[config.mk]
export PLATFORM = sky130hd
export DESIGN_NAME = stepdrv_supervisor
export DESIGN_NICKNAME = d
export VERILOG_FILES = /design/src/rtl/stepdrv_sup_pkg.sv /design/src/rtl/stepdrv_oc_guard.sv /design/src/rtl/stepdrv_wake_timer.sv /design/src/rtl/stepdrv_supervisor.sv
export SDC_FILE = /design/constraint.sdc
export NUM_CORES = 1
export LEC_CHECK = 0
export ABC_CLOCK_PERIOD_IN_PS = 2810
export BUFFER_PORTS_ARGS = -buffer_cell sky130_fd_sc_hd__buf_4
export CAP_MARGIN = 15
export CORE_ASPECT_RATIO = 1.25
export CORE_MARGIN = 1
export CORE_UTILIZATION = 60
export DETAILED_ROUTE_END_ITERATION = 8
export PLACE_DENSITY = 0.89
export SETUP_SLACK_MARGIN = 0.05
export SLEW_MARGIN = 10
export SYNTH_ARGS = -nofsm -noshare
export SYNTH_HDL_FRONTEND = slang
export SYNTH_SLANG_ARGS = --single-unit
[constraint.sdc]
create_clock -name clk -period 2.81 [get_ports clk]
set_input_delay 0.281 -clock clk [delete_from_list [all_inputs] [get_ports clk]]
set_output_delay 0.281 -clock clk [all_outputs]
set_load 0.01 [all_outputs]
[src/rtl/stepdrv_sup_pkg.sv]
package stepdrv_sup_pkg;
  typedef enum logic {
    OC_WATCH = 1'b0,
    OC_SHUT  = 1'b1
  } oc_state_e;
endpackage

[src/rtl/stepdrv_oc_guard.sv]
module stepdrv_oc_guard
  import stepdrv_sup_pkg::*;
#(
  parameter int DEG_CYC   = 75,
  parameter int RETRY_CYC = 40000
) (
  input  logic clk,
  input  logic rst_n,
  input  logic live_i,
  input  logic flush_i,
  input  logic hit_i,
  input  logic drive_dis_i,
  output logic shut_o
);
  localparam int DW = $clog2(DEG_CYC + 1);
  localparam int RW = $clog2(RETRY_CYC + 1);

  oc_state_e       st_q, st_d;
  logic [DW-1:0]   deg_q, deg_d;
  logic [RW-1:0]   ret_q, ret_d;
  logic            seen_q, seen_d;
  logic            upd;

  assign upd = live_i | flush_i;

  always_comb begin
    st_d   = st_q;
    deg_d  = deg_q;
    ret_d  = ret_q;
    seen_d = seen_q;
    if (flush_i) begin
      st_d   = OC_WATCH;
      deg_d  = '0;
      ret_d  = '0;
      seen_d = 1'b0;
    end else begin
      case (st_q)
        OC_WATCH: begin
          if (hit_i) begin
            if (deg_q == DW'(DEG_CYC - 1)) begin
              st_d   = OC_SHUT;
              deg_d  = '0;
              ret_d  = '0;
              seen_d = 1'b0;
            end else begin
              deg_d = deg_q + DW'(1);
            end
          end else begin
            deg_d = '0;
          end
        end
        default: begin
          if ((ret_q == RW'(RETRY_CYC - 1)) || (seen_q && !drive_dis_i)) begin
            st_d   = OC_WATCH;
            ret_d  = '0;
            seen_d = 1'b0;
          end else begin
            ret_d = ret_q + RW'(1);
            if (drive_dis_i) seen_d = 1'b1;
          end
        end
      endcase
    end
  end

  always_ff @(posedge clk or negedge rst_n) begin
    if (!rst_n) begin
      st_q   <= OC_WATCH;
      deg_q  <= '0;
      ret_q  <= '0;
      seen_q <= 1'b0;
    end else if (upd) begin
      st_q   <= st_d;
      deg_q  <= deg_d;
      ret_q  <= ret_d;
      seen_q <= seen_d;
    end
  end

  assign shut_o = (st_q == OC_SHUT);
endmodule

[src/rtl/stepdrv_wake_timer.sv]
module stepdrv_wake_timer #(
  parameter int WAKE_TICKS = 1500
) (
  input  logic clk,
  input  logic rst_n,
  input  logic awake_i,
  input  logic tick_i,
  output logic ready_o
);
  localparam int CW = $clog2(WAKE_TICKS + 1);

  logic          awake_q;
  logic          busy_q, busy_d;
  logic [CW-1:0] cnt_q, cnt_d;

  always_comb begin
    busy_d = busy_q;
    cnt_d  = cnt_q;
    if (!awake_i) begin
      busy_d = 1'b0;
      cnt_d  = '0;
    end else if (!awake_q) begin
      busy_d = 1'b1;
      cnt_d  = '0;
    end else if (busy_q && tick_i) begin
      if (cnt_q == CW'(WAKE_TICKS - 1)) busy_d = 1'b0;
      else                              cnt_d  = cnt_q + CW'(1);
    end
  end

  always_ff @(posedge clk or negedge rst_n) begin
    if (!rst_n) begin
      awake_q <= 1'b0;
      busy_q  <= 1'b0;
      cnt_q   <= '0;
    end else begin
      awake_q <= awake_i;
      busy_q  <= busy_d;
      cnt_q   <= cnt_d;
    end
  end

  assign ready_o = awake_i & awake_q & ~busy_q;
endmodule

[src/rtl/stepdrv_supervisor.sv]
module stepdrv_supervisor #(
  parameter int NB         = 2,
  parameter int DEG_CYC    = 75,
  parameter int RETRY_CYC  = 40000,
  parameter int WAKE_TICKS = 1500
) (
  input  logic          clk,
  input  logic          rst_n,
  input  logic          drive_dis_i,
  input  logic          nap_n_i,
  input  logic          idx_clr_n_i,
  input  logic [NB-1:0] oc_hit_i,
  input  logic          hot_i,
  input  logic          vmot_low_i,
  input  logic          vlog_low_i,
  input  logic          wake_tick_i,
  output logic [NB-1:0] bridge_on_o,
  output logic          home_req_o,
  output logic          step_hold_o,
  output logic          pump_run_o
);
  logic          supply_bad;
  logic          awake;
  logic          ready;
  logic          drive_ok;
  logic [NB-1:0] shut;

  assign supply_bad = vmot_low_i | vlog_low_i;
  assign awake      = nap_n_i & ~supply_bad;

  stepdrv_wake_timer #(.WAKE_TICKS(WAKE_TICKS)) u_wake (
    .clk     (clk),
    .rst_n   (rst_n),
    .awake_i (awake),
    .tick_i  (wake_tick_i),
    .ready_o (ready)
  );

  generate
    for (genvar b = 0; b < NB; b++) begin : g_bridge
      stepdrv_oc_guard #(.DEG_CYC(DEG_CYC), .RETRY_CYC(RETRY_CYC)) u_guard (
        .clk         (clk),
        .rst_n       (rst_n),
        .live_i      (awake),
        .flush_i     (supply_bad),
        .hit_i       (oc_hit_i[b]),
        .drive_dis_i (drive_dis_i),
        .shut_o      (shut[b])
      );
      assign bridge_on_o[b] = drive_ok & ~shut[b];
    end
  endgenerate

  assign drive_ok    = ready & idx_clr_n_i & ~drive_dis_i & ~hot_i;
  assign pump_run_o  = awake;
  assign step_hold_o = ~ready | ~idx_clr_n_i;
  assign home_req_o  = supply_bad | hot_i | (nap_n_i & ~idx_clr_n_i);
endmodule

# [Yosys cells after proc, flatten, opt, wreduce, memory -nomap -nowiden]
# Cells that the tools add are included.
[totals] register_bits=63
[classes] addsub=5 n_eq_ne=12 n_mux=47 n_bitwise=22 n_reduce_logical=18
[ops] operator="16-bit two-way mux" count=10
[ops] operator="7-bit two-way mux" count=8
[ops] operator="11-bit two-way mux" count=4
[ops] operator="16-bit by 1-bit adder with 16-bit output (second input constant)" count=2
[ops] operator="16-bit equality test (second input constant)" count=2
[ops] operator="1-bit two-way mux" count=25
[ops] operator="7-bit by 1-bit adder with 7-bit output (second input constant)" count=2
[ops] operator="7-bit equality test (second input constant)" count=2
[ops] operator="3-bit nonzero test" count=4
[ops] operator="11-bit by 1-bit adder with 11-bit output (second input constant)" count=1
[ops] operator="11-bit equality test (second input constant)" count=1
[ops] operator="1-bit AND" count=9
[ops] operator="3-bit != test (second input constant)" count=3
[ops] operator="4-bit by 3-bit != test with 1-bit output (second input constant)" count=2
[ops] operator="1-bit inverter" count=8
[ops] operator="2-bit AND reduction" count=4
[ops] operator="4-bit AND reduction" count=2
[ops] operator="3-bit AND reduction" count=2
[ops] operator="1-bit bitwise OR" count=5
[ops] operator="2-bit by 1-bit != test with 1-bit output (second input constant)" count=2
[ops] operator="1-bit logical AND" count=3
[ops] operator="1-bit logical OR" count=2
[ops] operator="1-bit zero test" count=1

# [Logic depth before layout (Yosys ltp)]
# Gate-level depths: netlist of run 1.
[depth] word_depth=9 ltp_mapped=8

# [Cells and area by module]
# From an unflattened synthesis of run 1, not the netlist that was laid out.
[unflattened] cells_unflattened=384 hier_area_um2=3599.7
[by_module_without_submodules] mod="stepdrv_oc_guard" n_inst=2 cells_per_inst=152 area_each_um2=1421.4
[by_module_without_submodules] mod="stepdrv_wake_timer" n_inst=1 cells_per_inst=72 area_each_um2=711.9
[by_module_without_submodules] mod="stepdrv_supervisor" n_inst=1 cells_per_inst=8 area_each_um2=45.0

# [Worst setup path after synthesis of run 1]
# OpenSTA, ideal clock, no wires.
[synth_path] path_kind="register to register" start="register g_bridge[0].u_guard.ret_q[9]" end="register g_bridge[0].u_guard.ret_q[10]" setup_time_ps=128 arrival_time_ps=1829 required_ps=2682 slack_ps=853 stages_incl_launch_ff=7 n_path_buf=1 synth_period_minus_slack_ps=1957 cell_sequence="dfrtp_1 or4_4 nor4_4 nor2_2 buf_6 a41oi_1 a31oi_1"
[synth_via] elab_chain_len=5 word_cells_on_any_way=6
[synth_rtl] element="start, declared" line_no="stepdrv_oc_guard.sv:20" rtl="logic [RW-1:0] ret_q, ret_d;"
[synth_rtl] element="start signal, assigned" line_no="stepdrv_oc_guard.sv:75" rtl="ret_q <= ret_d;"
[synth_rtl] element="branches (longest 2 deep; another with 16-bit by 1-bit adder with 16-bit output)"
[synth_rtl] element="16-bit two-way mux (*)" line_no="stepdrv_oc_guard.sv:53" rtl="if ((ret_q == RW'(RETRY_CYC - 1)) || (seen_q && !drive_dis_i)) begin"
[synth_rtl] element="16-bit two-way mux (*)" line_no="stepdrv_oc_guard.sv:37" rtl="case (st_q)"
[synth_rtl] element="16-bit two-way mux (*)" line_no="stepdrv_oc_guard.sv:31" rtl="if (flush_i) begin"
# Every way passes the cells marked *.
# A chain may end at the register's enable or synchronous reset.

# [Final worst setup path of run 1]
[layout_path] start="register g_bridge[0].u_guard.ret_q[9]" end="register g_bridge[0].u_guard.ret_q[9]"
# Same word-level chain as after synthesis.

==> results of run 1 <==
metrics by stage:
stage	std cells	cell area (µm²)	setup WS [ns]	utilization (%)
floorplan	387	3467	0.8530	-
global placement	463	3647	0.7037	66.55
detailed placement	463	3647	0.6557	66.55
CTS	479	3855	0.5991	70.34
global route	479	3855	0.4639	70.34
finish	479	3855	0.5422	70.34
worst min path at each step:
stage                                         to  slack [ns]   from
global placement                 u_wake.cnt_q[3]        0.41  rst_n
floorplan           g_bridge[0].u_guard.deg_q[0]       -0.01  rst_n
global route                     u_wake.cnt_q[3]        0.08  rst_n
detailed placement               u_wake.cnt_q[3]        0.41  rst_n
finish                           u_wake.cnt_q[3]      -0.009  rst_n
CTS                              u_wake.cnt_q[3]        0.03  rst_n
per-layer routing:
metal  routed length (µm)  track usage [%]
met4                  156            12.36
met1                 3312            33.64
met2                 3697            44.23
met3                  372            5.440
met5                    0                0
power breakdown:
| part | leakage (µW) | total (µW) | switching [µW] | internal [µW] |
|---|---|---|---|---|
| logic | 0.000532 | 80.8 | 54.7 | 26.1 |
| clock network | 0.0000947 | 813 | 377 | 436 |
| registers | 0.000877 | 916 | 4.70 | 912 |
state kept, by name, summed over array words and instances, names as in the netlist:
| signal | count |
|---|---|
| u_wake.busy_q | 1 |
| g_bridge.u_guard.deg_q | 14 |
| u_wake.awake_q | 1 |
| g_bridge.u_guard.seen_q | 2 |
| u_wake.cnt_q | 11 |
| g_bridge.u_guard.shut_o | 2 |
| g_bridge.u_guard.ret_q | 32 |
final cells by class:
cell class	count	area, µm²
fillers	405	1625
well taps	64	80.08
multi-input cells	308	1818
flip-flops and latches	63	1577
inverters	10	37.54
clock buffers	10	137.6
clock inverters	6	70.07
repair buffers	18	135.1
cells in the mapped netlist, types with 3 or more instances:
library cell and n:
o31ai_1 11, o21ai_0 28, xnor2_1 3, nor4_1 3
nor3_1 6, a21oi_1 20, or3_1 10, nand2_1 46
and3_1 4, ha_1 7, nand3_1 28, nand4_1 9
o21ai_1 7, xor2_1 6, a31oi_1 18, dfrtp_1 63
clkbuf_1 3, inv_1 10, mux2i_1 5, nand3b_1 3
nand2b_1 8, nor2b_1 6, a41oi_1 4, nor2_1 40
cell families after synthesis:
logic type / count (synthesis) / share of synthesized area [%]
muxes: 5 / 1.444
adders and majority gates: 7 / 2.526
AOI/OAI and AO/OA: 101 / 17.61
DFF: 63 / 45.47
xor gates and xnor gates: 9 / 2.274
and+or+nand+nor: 186 / 28.58
buffers and inverters: 16 / 2.093
==> key figures, run 1 <==
Worst setup path
  – Crit start category: register
  – CP delay by family, top: simple AND/OR/NAND/NOR gates
  – Worst Path Buf+Inv: 0
  – R2R depth: 5
  – WS Path Type: register to register
  – Reg2Reg Setup Slack: 0.54 ns
  – Critical Path AT: about 2.5 ns
  – Worst setup EP type: register
  – Critical Path Source: g_bridge[0].u_guard.ret_q[9]
  – Worst-path fanout max: 9
  – Reg-to-reg startpoint: g_bridge[0].u_guard.ret_q[9]
  – Crit path required time: ~3.1 ns
  – Slowest stage delay, CP: slightly below 0.6 ns
  – Setup crit end: g_bridge[0].u_guard.ret_q[9]
  – Crit path depth: 5
  – FF-to-FF End: g_bridge[0].u_guard.ret_q[9]
  – CP cell instances: or4_4 > nor4_4 > nor2_1 > nand2_1 > o31ai_1
  – CP max-delay cell: or4_4

Clocking
  – CTS tree: built
  – CTS Buf Count: 9
  – Clock sink count: 63
  – Worst-path clk slew: approximately 0.080 ns
  – Clk buf depth: 2
  – Worst skew pair latency: approximately 0.35 ns
  – Setup Buffers After CTS: 0
  – Hold Buf Count CTS: 0
  – Number of H-tree levels: 3
  – CTS root buf: clkbuf_8
  – Number of gates resized after cts: 0

Global route
  – Vias in the first global route: a little under 3000
  – GRT Util Overall: a little over a quarter
  – GR Overflow Total: 0
  – First-pass GRT wire length: approximately 13 mm
  – Initial antenna violation count: 0
  – Largest net degree at the start of global routing: 64

Drt
  – Via density: 6.470
  – DRC viols: 0
  – WL/cell: 15.74 µm
  – Routed via count: just over 3000
  – Routed WL: about 7.5 mm
  – Antenna Violating Nets Remaining: 0
  – Initial DRT Pass Iterations: 5
  – Initial DRC Count: 285

Synth
  – Cells after synthesis: between 300 and 400
  – Syn avg cell area: roughly 9 µm²
  – Area fraction of the dominant cell type after synthesis: 45.47%
  – Synth Warn #: 0
  – Seq/Total Area, Yosys: ~45%
  – Syn nets: around 410
  – Area leader, netlist: dfrtp_1
  – Synthesized cell area: ~3500 µm²
  – Post-synth cell types: 54
  – Ys flop type: dfrtp_1
  – Asr flop ratio synth: 100.0%
  – Largest cells by area after synthesis: dfrtp_1 45%, nand2_1 5.0%, nor2_1 4.3%
  – Post-synth EDFFs: 0
  – #FFs+latches synth: between 60 and 70

Power and ir drop
  – Power per cell area: 469.6 nW/µm²
  – Power, Total: between 1500 and 2000 µW
  – Pleak: about 0.0015 µW
  – Peak supply drop: 0.3726 mV

Die
  – Die width: ~70 µm
  – Initial Util: roughly 63%
  – Die Area: roughly 6000 µm²
  – Core Region: about 5500 µm²
  – IO Count: 16
  – FP Rows: 30
  – Die Y: around 87 µm

Timing
  – Fmax: 0.4410 GHz
  – Slew Limit Fails: 0
  – Hold slack: -0.008964 ns
  – Setup violators final: 0
  – Slew Limit Headroom: a little over two fifths
  – Worst slew pin tran: between 0.8 and 0.9 ns
  – Endpoints failing hold: 7
  – Clk_skew: about 0.015 ns
  – Minimum period implied by the final worst setup slack: about 2.3 ns
  – Final Cycle Share: between 80% and 90%
  – Setup TNS: 0 ns
  – RSZ-0062 raised after global routing: no

Place
  – I/O Buffers: 15
  – Final HPWL DP: between 5 and 6 mm
  – Final RePlAce weighted congestion: about 0.97

Cells and area
  – Ant. Diodes: 0
  – Most frequent cells in the layout: 63 x dfrtp_1, 46 x nand2_1, 40 x nor2_1
  – NumNets Final: between 400 and 500
  – Layout cells sized above 1: a little over a tenth
  – Most common cell after layout, fill and taps aside: dfrtp_1
  – P&R area growth vs syn: 11.19%

Status
  – Failing checks: negative hold slack
  – Outcome: finished, violations left

Worst hold path
  – Worst hold path class: input port to asynchronous set/reset pin

Job
  – Max cap viols: 0
(Power assumes the default switching activity.)
==> run 2: changes to the inputs <==
--- a/config.mk
+++ b/config.mk
@@ -5,7 +5,8 @@
 export SDC_FILE = /design/constraint.sdc
 export NUM_CORES = 1
 export LEC_CHECK = 0
-export ABC_CLOCK_PERIOD_IN_PS = 2810
+export ABC_AREA = 1
+export ABC_CLOCK_PERIOD_IN_PS = 2100
 export BUFFER_PORTS_ARGS = -buffer_cell sky130_fd_sc_hd__buf_4
 export CAP_MARGIN = 15
 export CORE_ASPECT_RATIO = 1.25
==> constraint.sdc (replaced) <==
create_clock -name clk -period 2.1 [get_ports clk]
set_input_delay 0.21 -clock clk [delete_from_list [all_inputs] [get_ports clk]]
set_output_delay 0.21 -clock clk [all_outputs]
set_load 0.01 [all_outputs]
==> key figures, run 2 <==
Status
  – Outcome: completed

Die
  – Die Y: 92.11 µm (+5.9%)
  – Die Area: 6824 µm² (+12%)
  – Core Region: 6206 µm² (+13%)
  – Die width: 74.09 µm (+5.9%)
  – IO Count: 16 (unchanged)
  – Initial Util: 62.80% (-0.46 points)
  – FP Rows: 32 (+6.7%)

Global route
  – Largest net degree at the start of global routing: 64 (unchanged)
  – GR Overflow Total: 0 (unchanged)
  – GRT Util Overall: 29.12% (+2.5 points)
  – Initial antenna violation count: 0 (unchanged)
  – First-pass GRT wire length: 15.22 mm (+18%)
  – Vias in the first global route: 3536 (+20%)

Drt
  – Initial DRC Count: 238 (-16%)
  – WL/cell: 13.22 µm (-16%)
  – DRC viols: 0 (unchanged)
  – Routed via count: 3708 (+20%)
  – Antenna Violating Nets Remaining: 0 (unchanged)
  – Routed WL: 8.847 mm (+17%)
  – Via density: 5.543 (-14%)
  – Initial DRT Pass Iterations: 5 (unchanged)

Cells and area
  – Layout cells sized above 1: 10.27% (-0.57 points)
  – Top flop regs: g_bridge.u_guard.ret_q: 32 flops, g_bridge.u_guard.deg_q: 14 flops, u_wake.cnt_q: 11 flops
  – Most frequent cells in the layout: 146 x nand2_1, 97 x nor2_1, 63 x dfrtp_1
  – Largest Register: g_bridge.u_guard.ret_q
  – Most common cell after layout, fill and taps aside: nand2_1
  – P&R area growth vs syn: 11.17% (about the same)
  – NumNets Final: 597 (+39%)
  – Ant. Diodes: 0 (unchanged)
  – Max FFs per register: 32 (unchanged)

Synth
  – Syn nets: 572 (+41%)
  – Top cells by count, synth: 146 x nand2_1, 97 x nor2_1, 63 x dfrtp_1
  – Largest cells by area after synthesis: dfrtp_1 40%, nand2_1 14%, nor2_1 9.3%
  – Ys flop type: dfrtp_1
  – Synth Warn #: 0 (unchanged)
  – Post-synth cell types: 33 (-39%)
  – Area leader, netlist: dfrtp_1
  – Seq/Total Area, Yosys: 40.45% (-5.0 points)
  – Post-synth EDFFs: 0 (unchanged)
  – Cells after synthesis: 554 (+43%)
  – Area fraction of the dominant cell type after synthesis: 40.45% (-5.0 points)
  – Syn avg cell area: 7.035 µm² (-21%)
  – Synthesized cell area: 3897 µm² (+12%)
  – #FFs+latches synth: 63 (unchanged)
  – Top-count cell post-synth: nand2_1
  – Asr flop ratio synth: 100.0% (unchanged)

Worst setup path
  – Worst setup EP type: output port
  – CP max-delay cell: dfrtp_1
  – Crit start category: register
  – CP cell instances: inv_1 > nor2_4 > inv_2 > nor3_2 > nand3_1 > nor2_1 > buf_4
  – Crit path required time: 1.89 ns (-1.16 ns)
  – Worst Path Buf+Inv: 3 (+3)
  – CP delay by family, top: simple AND/OR/NAND/NOR gates
  – Reg-to-reg startpoint: g_bridge[1].u_guard.deg_q[0]
  – WS Path Type: register to output port
  – Worst-path fanout max: 7 (-2)
  – FF-to-FF End: g_bridge[1].u_guard.ret_q[13]
  – Reg2Reg Setup Slack: 0.26 ns (-0.28 ns)
  – Slowest stage delay, CP: 0.35 ns (-0.23 ns)
  – Critical Path AT: 1.68 ns (-0.82 ns)
  – R2R depth: 11 (+6)

Clocking
  – Number of H-tree levels: 3 (unchanged)
  – Setup Buffers After CTS: 0 (unchanged)
  – Clock sink count: 63 (unchanged)
  – CTS Buf Count: 9 (unchanged)
  – CTS tree: built
  – CTS root buf: clkbuf_8
  – Worst skew pair latency: 0.34 ns (about the same)
  – Clk buf depth: 2 (unchanged)
  – Worst-path clk slew: 0.08 ns (about the same)

Timing
  – Slew Limit Fails: 0 (unchanged)
  – Clk_skew: 0.01092 ns (-0.004214 ns)
  – Slew Limit Headroom: 46.55% (+4.0 points)
  – Endpoints failing hold: 0 (-7)
  – Setup TNS: 0 ns (unchanged)
  – Final Cycle Share: between 90% and 100%
  – RSZ-0062 raised after global routing: no
  – Setup violators final: 0 (unchanged)
  – Hold slack: 0.2538 ns (+0.2628 ns)
  – Worst slew pin tran: 0.8017 ns (-0.05602 ns)
  – Fmax: 0.5286 GHz
  – Minimum period implied by the final worst setup slack: around 1.9 ns

Power and ir drop
  – Int Pwr: 1880 µW (+37%)
  – Gate power share: 8.2% (+3.7 points)
  – Switching share of power: 26.23% (+2.1 points)
  – Power per cell area: 588.1 nW/µm² (+25%)
  – Sw Pwr: 668.4 µW (+53%)
  – Power share of the sequential group: 49.1% (-1.5 points)
  – Pleak: 0.002016 µW (+34%)
  – Peak supply drop: 0.5847 mV (+57%)
  – Clk pwr share: 42.7% (-2.2 points)

Worst hold path
  – End of the worst hold path: g_bridge[0].u_guard.deg_q[0]
  – Hold path start: nap_n_i
  – Hold Path Cell Cnt: 3
  – Worst hold path class: input port to register

Place
  – Final RePlAce weighted congestion: 0.9637 (-0.54%)
  – Final HPWL DP: 6.342 mm (+21%)
  – I/O Buffers: 15 (unchanged)

Job
  – Max cap viols: 0 (unchanged)
run 2: timing repair:
action / in CTS / in global routing
hold buffers: 1 / 0
endpoints found under the hold margin: 63 / 0
gates resized for setup: 0 / 2
endpoints found under the setup margin: 0 / 8
run 2: stage by stage:
step | cells | power, µW | setup slack, ns | utilization, % | instance area (µm²)
2_1_floorplan | 554 | 1399 | 0.5808 | - | 3897
3_3_place_gp | 652 | 1472 | 0.3091 | 66.21 | 4109
3_5_place_dp | 652 | 1481 | 0.2402 | 66.21 | 4109
4_1_cts | 669 | 2564 | 0.1724 | 69.72 | 4327
5_1_grt | 669 | 2653 | 0.07092 | 69.82 | 4333
6_report | 669 | 2548 | 0.2082 | 69.82 | 4333
run 2: power by group through the flow:
stage               Sequential, µW  Combinational, µW  Clock (µW)
global placement              1270                202           0
floorplan                     1270                130           0
finish                        1250                210        1090
detailed placement            1270                208           0
global route                  1250                238        1160
CTS                           1250                212        1100
run 2: kinds of logic (layout without fill, tap and decap cells):
logic type,Yosys count,in the layout,synth area share (%)
XOR/XNOR,13,13,2.921
AO/OA/AOI/OAI,39,39,5.586
adder cells (fa/ha/maj),7,7,2.247
flip-flops,63,63,40.45
buffers and inverters,74,104,7.640
AND/OR/NAND/NOR,358,358,41.16
run 2: worst reg2reg max path, delay by kind of cell (launching register included):
family                     cells  cell delay, ns
adders and majority gates      1            0.19
buffers and inverters          4            0.46
DFF                            1            0.38
and+or+nand+nor                6            0.73
run 2: worst max-delay path by stage:
stage	startpoint	endpoint	slack (ns)	cells past startpoint
2_1_floorplan	g_bridge[0].u_guard.deg_q[0]	g_bridge[0].u_guard.ret_q[10]	0.58	11
3_3_place_gp	g_bridge[1].u_guard.deg_q[0]	g_bridge[1].u_guard.seen_q	0.31	11
3_5_place_dp	g_bridge[1].u_guard.deg_q[0]	g_bridge[1].u_guard.ret_q[13]	0.24	11
4_1_cts	u_wake.awake_q	bridge_on_o[1]	0.17	7
5_1_grt	u_wake.awake_q	bridge_on_o[0]	0.07	7
6_report	u_wake.awake_q	bridge_on_o[1]	0.21	7
run 2: routing by layer:
layer | vias up | GRT usage [%] | share of wire (%)
li1 | 1830 | - | -
met1 | 1712 | 36.22 | 43
met2 | 138 | 46.59 | 49
met3 | 28 | 7.473 | 5.6
met4 | 0 | 13.30 | 2.5
met5 | - | 0 | 0
run 2: final cells by class:
cell class                 count  area [µm²]
timing repair buffer          20       152.6
sequential                    63        1577
clock buffer                  10       137.6
fill                         499        1873
inverter                      68       261.5
multi-input combinational    417        2028
clock inverter                 6       70.07
tap                           85       106.4
